### config.mk
export PLATFORM = sky130hd
export DESIGN_NAME = pixel_window
export DESIGN_NICKNAME = d
export VERILOG_FILES = /design/src/rtl/pixwin_pkg.sv /design/src/rtl/pixwin_coef_rom.sv /design/src/rtl/pixwin_ctrl.sv /design/src/rtl/pixwin_datapath.sv /design/src/rtl/pixel_window.sv
export SDC_FILE = /design/constraint.sdc
export NUM_CORES = 1
export LEC_CHECK = 0
export ABC_AREA = 1
export BUFFER_PORTS_ARGS = -buffer_cell sky130_fd_sc_hd__buf_2
export CORE_MARGIN = 4
export CORE_UTILIZATION = 55
export CTS_BUF_LIST = sky130_fd_sc_hd__clkbuf_8
export CTS_CLUSTER_DIAMETER = 150
export DETAILED_ROUTE_END_ITERATION = 10
export PLACE_DENSITY = 0.8
export REMOVE_ABC_BUFFERS = 1
export SLEW_MARGIN = 10
export SYNTH_ARGS = -nofsm -noshare
export SYNTH_HDL_FRONTEND = slang
export SYNTH_HIERARCHICAL = 1
export SYNTH_SLANG_ARGS = --single-unit
### constraint.sdc
create_clock -name clk -period 4.57 [get_ports clk]
set_input_delay 0.457 -clock clk [delete_from_list [all_inputs] [get_ports clk]]
set_output_delay 0.457 -clock clk [all_outputs]
set_load 0.005 [all_outputs]
### src/rtl/pixwin_pkg.sv
package pixwin_pkg;

  // number of register stages between pixel acceptance and output
  localparam int STAGES = 3;

  // strobes from control to datapath
  typedef struct packed {
    logic loadIn;   // a pixel is taken this cycle
    logic advance;  // all stages move forward
  } pipeStrobe_t;

  // cosine by series around pi; input range 0..2pi
  function automatic real cosSeries(input real x);
    real y;
    real term;
    real sum;
    y    = x - 3.14159265358979323846;
    term = 1.0;
    sum  = 1.0;
    for (int k = 1; k <= 24; k++) begin
      term = -term * y * y / $itor((2 * k - 1) * (2 * k));
      sum  = sum + term;
    end
    return -sum;
  endfunction

  // Hamming weight scaled to coefW fraction bits, saturated below 1.0
  function automatic int hammingCoef(input int idx, input int len, input int coefW);
    int   scale;
    int   r;
    real  v;
    scale = 1 << coefW;
    if (len < 2) return scale - 1;
    v = $itor(scale) * (0.54 - 0.46 *
        cosSeries(2.0 * 3.14159265358979323846 * $itor(idx) / $itor(len - 1)));
    r = $rtoi(v + 0.5);
    if (r > scale - 1) r = scale - 1;
    if (r < 0) r = 0;
    return r;
  endfunction

endpackage

### src/rtl/pixwin_coef_rom.sv
module pixwin_coef_rom
  import pixwin_pkg::*;
#(
  parameter int LEN    = 256,
  parameter int COEF_W = 8,
  localparam int IDX_W = (LEN > 1) ? $clog2(LEN) : 1
) (
  input  logic [IDX_W-1:0]  idx,
  output logic [COEF_W-1:0] coef
);

  logic [COEF_W-1:0] coefTab [LEN];

  for (genvar i = 0; i < LEN; i++) begin : g_entry
    assign coefTab[i] = COEF_W'(hammingCoef(i, LEN, COEF_W));
  end

  assign coef = coefTab[idx];

endmodule

### src/rtl/pixwin_ctrl.sv
module pixwin_ctrl
  import pixwin_pkg::*;
#(
  parameter int COLS = 256,
  parameter int ROWS = 256,
  localparam int COL_W = (COLS > 1) ? $clog2(COLS) : 1,
  localparam int ROW_W = (ROWS > 1) ? $clog2(ROWS) : 1
) (
  input  logic             clk,
  input  logic             rst,
  input  logic             pixValid,
  input  logic             pixSof,
  input  logic             pixEol,
  input  logic             sampleReady,
  output logic             pixReady,
  output logic             sampleValid,
  output pipeStrobe_t      strobe,
  output logic [COL_W-1:0] colIdx,
  output logic [ROW_W-1:0] rowIdx
);

  logic [STAGES-1:0] stageVld;
  logic [COL_W-1:0]  colCnt;
  logic [ROW_W-1:0]  rowCnt;
  logic              advance;
  logic              accept;

  // one stall for the whole pipe: move only when the output slot frees
  assign advance     = !stageVld[STAGES-1] || sampleReady;
  assign accept      = pixValid && advance;
  assign pixReady    = advance;
  assign sampleValid = stageVld[STAGES-1];

  assign strobe.loadIn  = accept;
  assign strobe.advance = advance;

  // position of the pixel now on the input
  assign colIdx = pixSof ? '0 : colCnt;
  assign rowIdx = pixSof ? '0 : rowCnt;

  always_ff @(posedge clk) begin
    if (rst) begin
      stageVld <= '0;
    end else if (advance) begin
      stageVld <= {stageVld[STAGES-2:0], accept};
    end
  end

  always_ff @(posedge clk) begin
    if (rst) begin
      colCnt <= '0;
      rowCnt <= '0;
    end else if (accept) begin
      if (pixEol) begin
        colCnt <= '0;
        rowCnt <= (rowIdx == ROW_W'(ROWS - 1)) ? '0 : rowIdx + 1'b1;
      end else begin
        colCnt <= (colIdx == COL_W'(COLS - 1)) ? '0 : colIdx + 1'b1;
        rowCnt <= rowIdx;
      end
    end
  end

endmodule

### src/rtl/pixwin_datapath.sv
module pixwin_datapath
  import pixwin_pkg::*;
#(
  parameter int COLS   = 256,
  parameter int ROWS   = 256,
  parameter int PIX_W  = 8,
  parameter int COEF_W = 8,
  localparam int COL_W = (COLS > 1) ? $clog2(COLS) : 1,
  localparam int ROW_W = (ROWS > 1) ? $clog2(ROWS) : 1,
  localparam int OUT_W = PIX_W + COEF_W
) (
  input  logic             clk,
  input  logic             rst,
  input  pipeStrobe_t      strobe,
  input  logic [PIX_W-1:0] pixData,
  input  logic [COL_W-1:0] colIdx,
  input  logic [ROW_W-1:0] rowIdx,
  output logic [OUT_W-1:0] sampleData
);

  localparam int PROD_W = 2 * COEF_W;

  logic [COEF_W-1:0] rowCoef;
  logic [COEF_W-1:0] colCoef;

  pixwin_coef_rom #(.LEN(ROWS), .COEF_W(COEF_W)) u_rowRom (
    .idx (rowIdx),
    .coef(rowCoef)
  );

  pixwin_coef_rom #(.LEN(COLS), .COEF_W(COEF_W)) u_colRom (
    .idx (colIdx),
    .coef(colCoef)
  );

  // stage 1: recentred pixel and both coefficients
  logic signed [PIX_W-1:0] s1Pix;
  logic [COEF_W-1:0]       s1RowC;
  logic [COEF_W-1:0]       s1ColC;

  always_ff @(posedge clk) begin
    if (rst) begin
      s1Pix  <= '0;
      s1RowC <= '0;
      s1ColC <= '0;
    end else if (strobe.loadIn) begin
      s1Pix  <= {~pixData[PIX_W-1], pixData[PIX_W-2:0]};
      s1RowC <= rowCoef;
      s1ColC <= colCoef;
    end
  end

  // stage 2: 2D weight rounded back to COEF_W fraction bits
  logic [PROD_W-1:0]       wProd;
  logic [PROD_W-1:0]       wRound;
  logic signed [PIX_W-1:0] s2Pix;
  logic [COEF_W-1:0]       s2Weight;

  assign wProd  = s1RowC * s1ColC;
  assign wRound = wProd + PROD_W'(1 << (COEF_W - 1));

  always_ff @(posedge clk) begin
    if (rst) begin
      s2Pix    <= '0;
      s2Weight <= '0;
    end else if (strobe.advance) begin
      s2Pix    <= s1Pix;
      s2Weight <= wRound[PROD_W-1:COEF_W];
    end
  end

  // stage 3: signed pixel times unsigned weight
  logic signed [PIX_W+COEF_W:0] fullProd;
  logic signed [COEF_W:0]       weightSigned;

  assign weightSigned = $signed({1'b0, s2Weight});
  assign fullProd     = s2Pix * weightSigned;

  always_ff @(posedge clk) begin
    if (rst) begin
      sampleData <= '0;
    end else if (strobe.advance) begin
      sampleData <= fullProd[OUT_W-1:0];
    end
  end

endmodule

### src/rtl/pixel_window.sv
module pixel_window
  import pixwin_pkg::*;
#(
  parameter int COLS   = 256,
  parameter int ROWS   = 256,
  parameter int PIX_W  = 8,
  parameter int COEF_W = 8,
  localparam int OUT_W = PIX_W + COEF_W,
  localparam int COL_W = (COLS > 1) ? $clog2(COLS) : 1,
  localparam int ROW_W = (ROWS > 1) ? $clog2(ROWS) : 1
) (
  input  logic             clk,
  input  logic             rst,
  input  logic             pixValid,
  output logic             pixReady,
  input  logic [PIX_W-1:0] pixData,
  input  logic             pixSof,
  input  logic             pixEol,
  output logic             sampleValid,
  input  logic             sampleReady,
  output logic [OUT_W-1:0] sampleData
);

  pipeStrobe_t      strobe;
  logic [COL_W-1:0] colIdx;
  logic [ROW_W-1:0] rowIdx;

  pixwin_ctrl #(.COLS(COLS), .ROWS(ROWS)) u_ctrl (
    .clk        (clk),
    .rst        (rst),
    .pixValid   (pixValid),
    .pixSof     (pixSof),
    .pixEol     (pixEol),
    .sampleReady(sampleReady),
    .pixReady   (pixReady),
    .sampleValid(sampleValid),
    .strobe     (strobe),
    .colIdx     (colIdx),
    .rowIdx     (rowIdx)
  );

  pixwin_datapath #(
    .COLS(COLS), .ROWS(ROWS), .PIX_W(PIX_W), .COEF_W(COEF_W)
  ) u_dp (
    .clk       (clk),
    .rst       (rst),
    .strobe    (strobe),
    .pixData   (pixData),
    .colIdx    (colIdx),
    .rowIdx    (rowIdx),
    .sampleData(sampleData)
  );

endmodule

# == After elaboration in Yosys (flattened, before gate mapping) ==
# Memory sizes are Yosys's and may differ from the RTL's. A register that Yosys moved wholly into a read port is not among the register bits.
# Index checks and enable logic that the tools add are counted.
# Widths: inputs -> output; s select.
# classes
addsub,3
multipliers,2
eq_ne,2
muxes,6
bitwise_logic,3
n_reduce_logical,3
# ops
op,count
$mux 8,6
$not 8->9,2
$add 16x8->16 const B,1
$add 8x1->8 const B,2
$eq 8x8->1 const B,2
$mul 8x8->16,1
$mul 8x9->16,1
$logic_and 1x1->1,1
$logic_not 1->1,1
$logic_or 1x1->1,1
$not 1->1,1
# totals
ff_bits,59
mem_bits_ro,4096
wordCells,28
memories,2
# mem_list
name,words,word_bits,rd,rd_clocked_by_memory_dff,wr,line,rtl
(name not given),256,8,1,1,0,pixwin_coef_rom.sv:18,assign coef = coefTab[idx];
(name not given),256,8,1,1,0,pixwin_coef_rom.sv:18,

# == Logic depth before layout (Yosys ltp) ==
# depth
depth_word,4
ltp_mapped,23

# == Hierarchy ==
# The synthesis kept the hierarchy.
# by_module_without_submodules
module,instances,cells_per_inst,area_each_um2,seq_area_each_um2
pixwin_datapath,1,947,6605.1,1121.1
pixwin_coef_rom,2,410,1870.5,0.0
pixwin_ctrl,1,180,1157.4,380.4

# == Least setup slack after synthesis ==
# Ideal clock, no wire load.
# synth_timing
path_kind,register -> register
startpoint,register u_dp.s1RowC[7]
endpoint,register u_dp.s2Weight[6]
setup_time_ps,109
arrival_ps,3700
t_required_ps,4461
path_slack_ps,761
path_stages_with_launch,21
path_buffers,1
period_less_slack_ps,3809
cell_sequence,dfxtp_1 > clkbuf_1 > nand2_1 > fa_1 > fa_1 > inv_1 > fa_1 > inv_1 > fa_1 > inv_1 > ha_1 > nand2_1 > a21oi_1 > nor2_1 > nand2_1 > nand2_1 > nand2_1 > nand2_1 > nand3_1 > nand2_1 > inv_1
# synth_via
elab_chain_len,2
# synth_rtl
element,line,rtl
"start, declared",pixwin_datapath.sv:38,logic [COEF_W-1:0] s1RowC;
$mul 8x8->16,pixwin_datapath.sv:59,assign wProd = s1RowC * s1ColC;
$add 16x8->16,pixwin_datapath.sv:60,assign wRound = wProd + PROD_W'(1 << (COEF_W - 1));
"end signal, assigned",pixwin_datapath.sv:68,s2Weight <= wRound[PROD_W-1:COEF_W];
"end, declared",pixwin_datapath.sv:57,logic [COEF_W-1:0] s2Weight;
# Every way passes these cells.
# A chain may end at the register's enable or synchronous reset.

# == Final worst setup path ==
# layout_timing
startpoint,register u_dp.s2Pix[7]
endpoint,register u_dp.sampleData[15]
# layout_via
elab_chain_len,1
# layout_rtl
element,line,rtl
"start, declared",pixwin_datapath.sv:56,logic signed [PIX_W-1:0] s2Pix;
"start signal, assigned",pixwin_datapath.sv:67,s2Pix <= s1Pix;
$mul 8x9->16,pixwin_datapath.sv:77,assign fullProd = s2Pix * weightSigned;
"end signal, assigned",pixwin_datapath.sv:83,sampleData <= fullProd[OUT_W-1:0];
"end, declared",pixwin_datapath.sv:18,output logic [OUT_W-1:0] sampleData
# Every way passes these cells.

==> impl_results.md <==
- Mean Syn Cell Area: 5.91 µm²
- DRT antenna net count: 0
- CP arrival: 4420 ps
- I/O pin total: 32
- Count of final max-slew check failures: 0
- Sum Neg Setup Slack: 0 ps
- Max VDD drop: 0.000155 V
- CP Buf/Inv Count: 5
- Nets: 2102
- YS warnings: 6
- Final Power: 1.70 mW
- Pleak: 7.06 nW
- Post-synthesis sequential area ratio: 0.131
- Post-synthesis compound-gate area fraction: 0.101
- Tightest Hold Check Type: input pin to flop
- Max Cap Viol: 0
- WL met3: 3.12 mm
- Initial antenna violation count: 0
- Clk Latency, worst-skew pair: approximately 360 ps
- Adder-cell share of the synthesized area: 0.229
- Synth area leaders: nand2_1 (20%), dfxtp_1 (13%), fa_1 (13%)
- DP HPWL: 25.2 mm
- Top routing layer used: met4
- Rows: 52
- Setup Buffers After CTS: 0
- Critical path's slowest cell: fa_1
- Dominant synthesized flop cell: dfxtp_1
- Iter 0 DRT Violations: roughly 1400
- #FFs+latches synth: 75
- Mapped Cells: ~2000
- Worst Skew: 17.3 ps
- Global route overflow: 0
- Finished Cell Area: 11900 µm²
- EDFF count, synth: 0
- Cell class contributing the biggest share of worst-path delay: adder cells
- Worst-path fanout max: 8
- Area Growth Syn to Fin: 3.27%
- Synthesized area: 11500 µm²
- Diode count: 0
- Post-synth top area share: 0.201
- TritonCTS Sinks: 75
- Post-synth cell types: 45
- Setup crit end kind: flop
- Status: complete, no violations
- Largest net degree at the start of global routing: 48
- Fin crit share: 0.909
- Die H: 153 µm
- Root buf cell: clkbuf_8
- Synth top cells by count: nand2_1 (616), inv_1 (325), nor2_1 (202)
- Die X: 153 µm
- CP max stage delay: a little under 600 ps
- Type of the worst setup path: flop to flop
- Initial Utilization: 0.563
- Worst-path clk slew: roughly 90 ps
- Wire length per cell: 15.0 µm
- WL met1: roughly 14 mm
- DRC Markers: 0
- Mux cell area share after synthesis: 0
- Post-Synth XOR/XNOR Area: 0.00761
- Drt total wl: 33.0 mm
- DP Area: 11700 µm²
- Vias in the first global route: 11800
- Setup crit start: u_dp/s2Pix[7]$_SDFFE_PP0P_
- Htree depth: 3
- Unrepaired setup endpoints after global routing: no
- Final setup vio count: 0
- Overall Global Routing Usage: 0.280
- Reg2reg start: u_dp/s2Pix[7]$_SDFFE_PP0P_
- Placed Instances: 2180
- Yosys top cell by area: nand2_1
- First-pass GRT wire length: 55.6 mm
- Most numerous cell in the Yosys netlist: nand2_1
- Fin Hold WS: 283 ps
- Tightest Pin Transition: 1120 ps
- Clk buf depth: 2
- Die ar.: 23300 µm²
- CTS tree: yes
- Crit path launch type: flop
- Fraction of layout cells with a size suffix above 1: 0.0644
- Largest family of logic cells by synthesized area: simple AND/OR/NAND/NOR gates
- Gpl congestion: between 1 and 1.5
- Met2 wire len: 14.8 mm
- Vias/cell: 5.60
- Cell Chain, Critical Path: clkinv_1 > fa_1 > fa_1 > inv_1 > fa_1 > inv_1 > fa_1 > inv_1 > ha_1 > nand2_1 > nor2_2 > nand2_1 > nand3_2 > nand2_1 > nand3_1 > nand3_1 > nand2_1 > inv_1
- Hold_buf cts: 0
- Core area: 20400 µm²
- Fin. Hold Viols: 0
- Slew headroom: 0.249
- Port Buf Inserts: 31
- Hold Path Origin: pixData[7]
- Post_cts resized: 0
- Simple-gate share of the synthesized area: 0.379
- FMAX: 241 MHz
- Pwr Density: 143 nW/µm²
- Req. time, crit path: 4840 ps
- DRT Pass-1 Iters: 8
- Final cell count without fillers: 2194
- Fraction of registers with async set/reset: 0
- CTS buffer count: 9
- Tmin final: 4150 ps
- Via count: 12300
## area by class of cell
| type | instances | area [µm²] |
|---|---|---|
| fillers | 2072 | 8550 |
| multi-input cells | 1437 | 8250 |
| flip-flops and latches | 75 | 1500 |
| inverters | 346 | 1300 |
| well taps | 270 | 338 |
| repair buffers | 52 | 313 |
| clock buffers | 9 | 124 |
| clock inverters | 5 | 56.3 |
## per-layer routing
metal	vias to the layer above	global-route usage
met5	-	0
met4	0	0.108
met3	103	0.0349
met2	678	0.446
met1	5568	0.389
li1	5941	-
## final timing paths
path / slack (ps) / depth (start not counted) / to
max: 420 / 18 / u_dp/sampleData[15]$_SDFFE_PP0P_
min: 280 / 2 / u_dp/s1Pix[7]$_SDFFE_PP0P_
max reg2reg: 420 / 18 / u_dp/sampleData[15]$_SDFFE_PP0P_
min reg2reg: 460 / 2 / u_ctrl/stageVld[2]$_SDFFE_PP0N_
## cell usage in the layout (no fill, tap or decap), drive strengths merged, types with 3 or more instances in the layout
cell | netlist | routed
a21oi | 74 | 74
inv | 344 | 344
clkbuf | 50 | 9
nand4 | 19 | 19
buf | 38 | 52
clkinv | 2 | 5
o21ai | 102 | 102
nor2 | 214 | 214
o21bai | 3 | 3
fa | 72 | 72
a21o | 4 | 4
or2 | 3 | 3
nand3 | 173 | 173
xor2 | 4 | 4
ha | 95 | 95
a31oi | 10 | 10
o211ai | 10 | 10
nand3b | 4 | 4
dfxtp | 75 | 75
xnor2 | 6 | 6
nand2 | 629 | 629
nor3 | 4 | 4
## power by group
group	internal [mW]	total, mW	switching [mW]
Sequential	0.693	0.753	0.0602
Clock	0.245	0.498	0.253
Combinational	0.161	0.452	0.291
Total	1.10	1.70	0.604
## flip-flops by register name (all words and copies together) (netlist names)
name / cells
u_ctrl/rowCnt: 8
u_ctrl/colCnt: 8
u_ctrl/stageVld: 3
u_dp/s1Pix: 8
u_dp/s2Weight: 8
u_dp/s2Pix: 8
u_dp/s1RowC: 8
u_dp/s1ColC: 8
u_dp/sampleData: 16
## logic make-up after synthesis
| logic type | count (synthesis) |
|---|---|
| fa+ha+maj | 167 |
| simple gates | 1048 |
| compound gates | 212 |
| flops | 75 |
| xor+xnor | 10 |
| buf+inv | 435 |
## stage by stage
stage | setup WS (ps) | util
3_5_place_dp | 461 | 0.573
5_1_grt | 100 | 0.582
4_1_cts | 442 | 0.582
6_report | 417 | 0.582
3_3_place_gp | 538 | 0.573
2_1_floorplan | 786 | -
(Power assumes the default switching activity.)
